**src/rtl/pcseq_pkg.sv**
```systemverilog
package pcseq_pkg;

    typedef enum logic [1:0] {
        BR_NONE   = 2'd0,
        BR_UNCOND = 2'd1,
        BR_COND   = 2'd2,
        BR_LINK   = 2'd3
    } br_kind_t;

    typedef enum logic [3:0] {
        CC_EQ = 4'd0,  CC_NE = 4'd1,  CC_CS = 4'd2,  CC_CC = 4'd3,
        CC_MI = 4'd4,  CC_PL = 4'd5,  CC_VS = 4'd6,  CC_VC = 4'd7,
        CC_HI = 4'd8,  CC_LS = 4'd9,  CC_GE = 4'd10, CC_LT = 4'd11,
        CC_GT = 4'd12, CC_LE = 4'd13, CC_AL = 4'd14, CC_NV = 4'd15
    } cond_t;

    typedef enum logic [1:0] {
        NXT_SEQ  = 2'd0,
        NXT_FAR  = 2'd1,
        NXT_NEAR = 2'd2,
        NXT_HOLD = 2'd3
    } nxt_sel_t;

endpackage

```
**src/rtl/pcseq_cond.sv**
```systemverilog
module pcseq_cond
    import pcseq_pkg::*;
(
    input  logic [3:0] cond_i,
    input  logic       n_i,
    input  logic       z_i,
    input  logic       c_i,
    input  logic       v_i,
    output logic       pass_o
);

    cond_t code;
    assign code = cond_t'(cond_i);

    always_comb begin
        unique case (code)
            CC_EQ:   pass_o = z_i;
            CC_NE:   pass_o = !z_i;
            CC_CS:   pass_o = c_i;
            CC_CC:   pass_o = !c_i;
            CC_MI:   pass_o = n_i;
            CC_PL:   pass_o = !n_i;
            CC_VS:   pass_o = v_i;
            CC_VC:   pass_o = !v_i;
            CC_HI:   pass_o = c_i && !z_i;
            CC_LS:   pass_o = !c_i || z_i;
            CC_GE:   pass_o = (n_i == v_i);
            CC_LT:   pass_o = (n_i != v_i);
            CC_GT:   pass_o = !z_i && (n_i == v_i);
            CC_LE:   pass_o = z_i || (n_i != v_i);
            CC_AL:   pass_o = 1'b1;
            CC_NV:   pass_o = 1'b1;
            default: pass_o = 1'b1;
        endcase
    end

endmodule

```
**src/rtl/pcseq_offset.sv**
```systemverilog
module pcseq_offset #(
    parameter int IMM_W  = 26,
    parameter int ADDR_W = 64,
    parameter int SHIFT  = 2
) (
    input  logic [IMM_W-1:0]  imm_i,
    output logic [ADDR_W-1:0] off_o
);

    localparam int PAD = ADDR_W - IMM_W - SHIFT;

    generate
        if (SHIFT == 0) begin : g_noscale
            assign off_o = {{PAD{imm_i[IMM_W-1]}}, imm_i};
        end else begin : g_scale
            assign off_o = {{PAD{imm_i[IMM_W-1]}}, imm_i, {SHIFT{1'b0}}};
        end
    endgenerate

endmodule

```
**src/rtl/pcseq_select.sv**
```systemverilog
module pcseq_select
    import pcseq_pkg::*;
(
    input  logic       stall_i,
    input  logic [1:0] kind_i,
    input  logic       pass_i,
    output nxt_sel_t   sel_o,
    output logic       link_we_o
);

    br_kind_t kind;
    assign kind = br_kind_t'(kind_i);

    always_comb begin
        sel_o     = NXT_SEQ;
        link_we_o = 1'b0;
        if (stall_i) begin
            sel_o = NXT_HOLD;
        end else begin
            unique case (kind)
                BR_NONE:   sel_o = NXT_SEQ;
                BR_UNCOND: sel_o = NXT_FAR;
                BR_COND:   sel_o = pass_i ? NXT_NEAR : NXT_SEQ;
                BR_LINK: begin
                    sel_o     = NXT_FAR;
                    link_we_o = 1'b1;
                end
                default:   sel_o = NXT_SEQ;
            endcase
        end
    end

endmodule

```
**src/rtl/pc_sequencer.sv**
```systemverilog
module pc_sequencer
    import pcseq_pkg::*;
#(
    parameter int ADDR_W      = 64,
    parameter int IMM_LONG_W  = 26,
    parameter int IMM_SHORT_W = 19,
    parameter int INSN_BYTES  = 4,
    parameter int REG_IDX_W   = 5,
    parameter int LINK_REG    = 30
) (
    input  logic                   clk,
    input  logic                   rst_n,
    input  logic                   stall_i,
    input  logic [1:0]             br_kind_i,
    input  logic [3:0]             cond_i,
    input  logic [IMM_LONG_W-1:0]  imm_long_i,
    input  logic [IMM_SHORT_W-1:0] imm_short_i,
    input  logic                   flag_n_i,
    input  logic                   flag_z_i,
    input  logic                   flag_c_i,
    input  logic                   flag_v_i,
    output logic [ADDR_W-1:0]      pc_o,
    output logic [ADDR_W-1:0]      link_o,
    output logic                   link_we_o,
    output logic [REG_IDX_W-1:0]   link_idx_o
);

    localparam int SHIFT = $clog2(INSN_BYTES);
    localparam logic [ADDR_W-1:0] STEP = ADDR_W'(INSN_BYTES);

    logic [ADDR_W-1:0] pc_q;
    logic [ADDR_W-1:0] pc_d;
    logic [ADDR_W-1:0] off_far;
    logic [ADDR_W-1:0] off_near;
    logic [ADDR_W-1:0] seq_addr;
    logic              pass;
    logic              we_raw;
    nxt_sel_t          sel;

    pcseq_cond u_cond (
        .cond_i (cond_i),
        .n_i    (flag_n_i),
        .z_i    (flag_z_i),
        .c_i    (flag_c_i),
        .v_i    (flag_v_i),
        .pass_o (pass)
    );

    pcseq_offset #(.IMM_W(IMM_LONG_W), .ADDR_W(ADDR_W), .SHIFT(SHIFT)) u_off_far (
        .imm_i (imm_long_i),
        .off_o (off_far)
    );

    pcseq_offset #(.IMM_W(IMM_SHORT_W), .ADDR_W(ADDR_W), .SHIFT(SHIFT)) u_off_near (
        .imm_i (imm_short_i),
        .off_o (off_near)
    );

    pcseq_select u_sel (
        .stall_i   (stall_i),
        .kind_i    (br_kind_i),
        .pass_i    (pass),
        .sel_o     (sel),
        .link_we_o (we_raw)
    );

    assign seq_addr = pc_q + STEP;

    // next-address decision
    always_comb begin
        unique case (sel)
            NXT_SEQ:  pc_d = seq_addr;
            NXT_FAR:  pc_d = pc_q + off_far;
            NXT_NEAR: pc_d = pc_q + off_near;
            NXT_HOLD: pc_d = pc_q;
            default:  pc_d = pc_q;
        endcase
    end

    // state register
    always_ff @(posedge clk or negedge rst_n) begin
        if (!rst_n) begin
            pc_q <= '0;
        end else begin
            pc_q <= pc_d;
        end
    end

    // outputs
    always_comb begin
        pc_o       = pc_q;
        link_o     = seq_addr;
        link_we_o  = we_raw && rst_n;
        link_idx_o = REG_IDX_W'(LINK_REG);
    end

endmodule

```
**config.mk**
```make
export PLATFORM = sky130hd
export DESIGN_NAME = pc_sequencer
export DESIGN_NICKNAME = d
export VERILOG_FILES = /design/src/rtl/pcseq_pkg.sv /design/src/rtl/pcseq_cond.sv /design/src/rtl/pcseq_offset.sv /design/src/rtl/pcseq_select.sv /design/src/rtl/pc_sequencer.sv
export SDC_FILE = /design/constraint.sdc
export NUM_CORES = 1
export LEC_CHECK = 0
export BUFFER_PORTS_ARGS = -buffer_cell sky130_fd_sc_hd__buf_2
export CORE_ASPECT_RATIO = 0.7
export CORE_MARGIN = 2
export CORE_UTILIZATION = 42
export CTS_BUF_LIST = sky130_fd_sc_hd__clkbuf_8
export CTS_CLUSTER_DIAMETER = 100
export DETAILED_ROUTE_END_ITERATION = 16
export SLEW_MARGIN = 0
export SYNTH_ARGS = -nofsm -noshare
export SYNTH_HDL_FRONTEND = slang
export SYNTH_SLANG_ARGS = --single-unit
```
**constraint.sdc**
```tcl
create_clock -name clk -period 5.9 [get_ports clk]
set_input_delay 1.18 -clock clk [delete_from_list [all_inputs] [get_ports clk]]
set_output_delay 1.18 -clock clk [all_outputs]
set_load 0.02 [all_outputs]
```
After elaboration in Yosys (flattened, before gate mapping)
Cells that the tools add are included.
{ "word_totals": {"wordCells": 48, "out_inout_bits": 134, "input_bits": 58, "reg_bits": 64} }
{ "classes": {"eq_ne": 23, "muxes": 7, "n_reduce_logical": 14, "n_addsub": 3} }
{ "ops": {"columns": ["cell", "count"], "rows": [
  ["64-bit one-hot mux with 3 select lines", 1],
  ["64-bit adder", 2],
  ["64-bit by 3-bit adder with 64-bit output (second input constant)", 1],
  ["4-bit equality test (second input constant)", 8],
  ["4-bit by 3-bit equality test with 1-bit output (second input constant)", 4],
  ["1-bit one-hot mux with 15 select lines", 1],
  ["2-bit equality test (second input constant)", 4],
  ["4-bit by 2-bit equality test with 1-bit output (second input constant)", 2],
  ["2-bit one-hot mux with 3 select lines", 1],
  ["2-bit by 1-bit equality test with 1-bit output (second input constant)", 2],
  ["4-bit by 1-bit equality test with 1-bit output (second input constant)", 1],
  ["1-bit logical NOT", 4],
  ["2-bit logical NOT", 2],
  ["4-bit logical NOT", 1],
  ["2-bit two-way mux", 2],
  ["2-bit OR reduction", 2],
  ["1-bit logical AND", 3],
  ["1-bit logical OR", 2],
  ["1-bit two-way mux", 2],
  ["1-bit equality test", 1],
  ["1-bit inequality test", 1]
]} }

Logic depth before layout (Yosys ltp)
{ "depth": {"ltp_word": 8, "depth_mapped": 26, "ltp_nobuf": 23} }

Modules after synthesis
Synthesis repeated with hierarchy kept, for this count alone.
{ "hier_totals": {"cells_unflattened": 1344, "area_unflattened_um2": 10267.3} }
{ "modules_own_cells": {"columns": ["mod", "cells_per_inst", "seq_area_each_um2", "area_per_inst_um2", "instances"], "rows": [
  ["pc_sequencer", 1180, 1601.5, 9071.2, 1],
  ["pcseq_offset", 65, 0.0, 484.2, 2],
  ["pcseq_cond", 29, 0.0, 201.4, 1],
  ["pcseq_select", 5, 0.0, 26.3, 1]
]} }

Least setup slack after synthesis
No wires, ideal clock.
{ "synth_path": {"kind": "input to register", "from": "input cond_i[3]", "to": "register pc_q[45] (netlist: pc_o[45])", "arrival_ns": 5.789, "t_required_ns": 5.763, "setup_slack_ns": -0.025, "setup_ns": 0.137, "path_stages": 25, "n_path_buf": 3, "cell_sequence": "clkbuf_1 > nand3_1 > a21oi_1 > nand2_1 > o21ai_0 > a211oi_1 > o22ai_1 > a41o_1 > ha_1 > clkbuf_1 > nand2_1 > o21a_1 > inv_1 > ha_1 > buf_2 > a21oi_1 > o21ai_0 > a31oi_1 > o21ai_0 > a21oi_1 > a21oi_1 > nand2b_1 > a21boi_0 > xor2_1 > o211ai_1"} }
{ "synth_between": {"elab_chain_len": 8, "word_cells_on_any_way": 26, "classes_between": "eq/ne: 18; mux: 5; reduce/logical: 3"} }
{ "synth_lines": {"columns": ["element", "line_no", "source"], "rows": [
  ["from (decl)", "pc_sequencer.sv:15", "input logic [3:0] cond_i,"],
  ["4-bit equality test", "pcseq_cond.sv:16", "unique case (code)"],
  ["2-bit OR reduction (no source line)", null, null],
  ["1-bit one-hot mux with 15 select lines (*)", "pcseq_cond.sv:16", null],
  ["2-bit two-way mux (*)", "pcseq_select.sv:23", "BR_COND: sel_o = pass_i ? NXT_NEAR : NXT_SEQ;"],
  ["2-bit one-hot mux with 3 select lines (*)", "pcseq_select.sv:20", "unique case (kind)"],
  ["2-bit two-way mux (*)", "pcseq_select.sv:17", "if (stall_i) begin"],
  ["2-bit equality test, or another cell as far along", "pc_sequencer.sv:71", "unique case (sel)"],
  ["64-bit one-hot mux with 3 select lines", "pc_sequencer.sv:71", null],
  ["to (signal assigned)", "pc_sequencer.sv:85", "pc_q <= pc_d;"],
  ["to (decl)", "pc_sequencer.sv:31", "logic [ADDR_W-1:0] pc_q;"]
]} }
Every way passes the cells marked *; elsewhere a longest branch is shown, timed or not.
A chain may end at the register's enable or synchronous reset.

Worst setup path after layout
{ "layout_path": {"from": "input flag_v_i", "to": "register pc_q[31] (netlist: pc_o[31])"} }
{ "layout_between": {"elab_chain_len": 8, "word_cells_on_any_way": 14, "classes_between": "eq/ne: 5; mux: 5; reduce/logical: 4"} }
{ "layout_lines": {"columns": ["element", "line_no", "source"], "rows": [
  ["from (decl)", "pc_sequencer.sv:21", "input logic flag_v_i,"],
  ["1-bit inequality test or 1-bit equality test (tied branches)", null, null],
  ["1-bit logical OR or 1-bit logical AND (tied branches)", "pcseq_cond.sv:30, pcseq_cond.sv:29", null],
  ["1-bit one-hot mux with 15 select lines (*)", "pcseq_cond.sv:16", null],
  ["2-bit two-way mux (*)", "pcseq_select.sv:23", null],
  ["2-bit one-hot mux with 3 select lines (*)", "pcseq_select.sv:20", null],
  ["2-bit two-way mux (*)", "pcseq_select.sv:17", null],
  ["2-bit equality test, or another cell as far along", "pc_sequencer.sv:71", null],
  ["64-bit one-hot mux with 3 select lines", "pc_sequencer.sv:71", null]
]} }
Marked as above.

==> results.json <==
{
  "status": "finished clean",
  "root_buffer": "clkbuf_8",
  "syn_to_final_growth_pct": 20.3,
  "largest_register_ffs": 62,
  "cts_max_path_buffers": 2,
  "wl_per_cell_um": 19.2,
  "end_kind": "flip-flop",
  "drive_gt1_share_pct": 25.3,
  "max_freq_mhz": 177,
  "min_path_type": "flip-flop to flip-flop",
  "core_um2": 19900,
  "peakVddDrop_mv": 0.306,
  "grt_max_degree": 87,
  "dp_hpwl_um": 23700,
  "critPathLaunchType": "input pin",
  "drv_cap": 0,
  "stdcell_count": 1604,
  "synth_edf_count": 0,
  "fin_crit_sh_pct": 95.9,
  "route.detailed.drc": 0,
  "seq_area_frac_synth_pct": 18.1,
  "clkLatencyLatePin_ps": 370,
  "via_per_inst": 5.86,
  "critPathKind": "input pin to flip-flop",
  "required_ps": 6120,
  "antenna_found_initial": 0,
  "placed_cells": 1589,
  "finalHoldWorstSlack_ps": 633,
  "wl_um": 30800,
  "port_buffers": 182,
  "boundaryPins": 192,
  "post_cts_buffers": 0,
  "antennaDiodeCount": 0,
  "yosysTopAreaCell": "dfrtp_1",
  "synth_ff_type": "dfrtp_1",
  "slew_headroom_pct": 38.5,
  "period_minus_slack_ps": 5660,
  "async_flop_share_pct": 100,
  "cts.clk_slew.worst_paths_ps": 80,
  "initial_core_util_pct": 43.1,
  "drtAntennaViolNets": 0,
  "cp_max_fo": 7,
  "dr.pass1.iters": 5,
  "slew_violations": 0,
  "grt_usage_pct": 28.4,
  "finalHoldViolCount": 0,
  "synth_top_area_share_pct": 18.1,
  "skew_ps": 11.5,
  "die_area_um2": 21600,
  "total_power_uw": 6020,
  "grt_pass1_vias": 8437,
  "rsz0062_at_grt": "yes",
  "nets": 1459,
  "yosys-top-cells-area": "dfrtp_1 (18%), ha_1 (10%), a21oi_1 (6.9%)",
  "gr-total-overflow": 0,
  "gp_congestion": 0.935,
  "power.leakage_uw": 0.00465,
  "setup_viol": 0,
  "syn_inst": 1143,
  "syn_area_um2": 8590,
  "pwr_density_cell_nw_per_um2": 583,
  "yosys_register_bits": 62,
  "worstPathArrival_ps": 5880,
  "cts_sinks": 62,
  "synth.distinct_cells": 88,
  "die_w_um": 175,
  "synth_commonest_cells": "a21oi_1 (118), nand2_1 (118), nor2_1 (93)",
  "synth_warnings": 0,
  "grt_pass1_wl_um": 48200,
  "cts_buffers": 9,
  "dieHeight_um": 124,
  "syn_area_per_cell_um2": 7.51,
  "vias": 9393,
  "cts_tree": "done",
  "rows": 43,
  "htree_levels": 3,
  "tightest_slew_ps": 922,
  "drt_first_iter_violations": 912
}
per-layer routing:
layer  track usage, %  wire length (um)  share of wire [%]  vias up
li1                 -                 -                  -     4563
met2             36.7             11400                 37      410
met3             6.44              2930                9.5       19
met4             4.11               230               0.75        0
met1             46.9             16300                 53     4401
met5                0                 0                  0        -
critical path: stages:
cell,delay (ps)
buf_2,120
xnor2_1,210
nand3_1,100
a21oi_1,170
nand2_1,60
o21ai_0,80
a211oi_1,90
o22ai_1,180
a41o_1,260
ha_1,270
buf_4,200
mux2_2,360
ha_1,290
a211oi_1,440
o211ai_1,230
and2_4,200
a41oi_1,300
o31a_1,220
o31a_1,220
o221ai_2,130
a221oi_1,320
xor2_1,180
a21oi_1,80
timing repair:
item | 4_1_cts | 5_1_grt
endpoints found under the setup margin | 0 | 5
gates resized for setup | 0 | 7
hold buffers | 0 | 0
final timing paths:
path / start / endpoint / slack (ps) / cells after the start
min reg2reg: pc_o[59]$_DFFE_PN0P_ / pc_o[59]$_DFFE_PN0P_ / 630 / 2
max: flag_v_i / pc_o[31]$_DFFE_PN0P_ / 240 / 23
max reg2reg: pc_o[3]$_DFFE_PN0P_ / pc_o[62]$_DFFE_PN0P_ / 2550 / 10
max in group asynchronous: rst_n / pc_o[34]$_DFFE_PN0P_ / 4220 / 2
min in group asynchronous: rst_n / pc_o[3]$_DFFE_PN0P_ / 1050 / 2
min: pc_o[59]$_DFFE_PN0P_ / pc_o[59]$_DFFE_PN0P_ / 630 / 2
cells in the final DEF, fill, tap and decap left out, types with 8 or more instances in the layout:
| cell | count |
|---|---|
| conb_1 | 9 |
| buf_4 | 51 |
| nor4_1 | 13 |
| ha_4 | 11 |
| xnor2_1 | 61 |
| xor2_1 | 40 |
| and3_1 | 16 |
| mux2_2 | 19 |
| nor2b_1 | 9 |
| a21o_1 | 41 |
| nand4_1 | 25 |
| o21ai_0 | 86 |
| o21a_1 | 12 |
| nand3_1 | 44 |
| nand2_1 | 117 |
| nor3_1 | 25 |
| ha_1 | 59 |
| dfrtp_1 | 62 |
| nor2_1 | 93 |
| a31oi_1 | 13 |
| a21oi_1 | 116 |
| inv_1 | 31 |
| clkbuf_8 | 9 |
| buf_2 | 182 |
| o211ai_1 | 8 |
through the flow:
step                      instance area (um^2)  setup TNS, ps  utilization (%)  worst slack, ps
final                                    10300              0             51.9              242
after global routing                     10300          -9.46             51.9            -7.68
after CTS                                10300              0             51.8              192
after detailed placement                 10100           -183             51.0             -168
after global placement                   10100           -196             51.0             -185
after floorplan                           8770          -16.0                -            -7.55
power by group:
group          total [uW]  internal, uW  switching (uW)
combinational        4520          1830            2690
clock                 354           146             209
sequential           1140           629             513
layout make-up:
type | count | area (um^2)
Inverter | 32 | 124
Clock buffer | 9 | 124
Sequential cell | 62 | 1550
Tap cell | 270 | 338
Timing Repair Buffer | 236 | 1350
Fill cell | 1999 | 9580
Clock inverter | 6 | 32.5
Multi-Input combinational cell | 989 | 6820
cells by family after synthesis:
kind of cell / synth area share [%]
flops: 18.1
mux: 3.07
other cells: 0.0874
xor+xnor: 11.3
simple gates: 24.2
fa+ha+maj: 10.4
compound gates: 27.9
buf+inv: 4.95
Power figures use the tool's default switching activity.
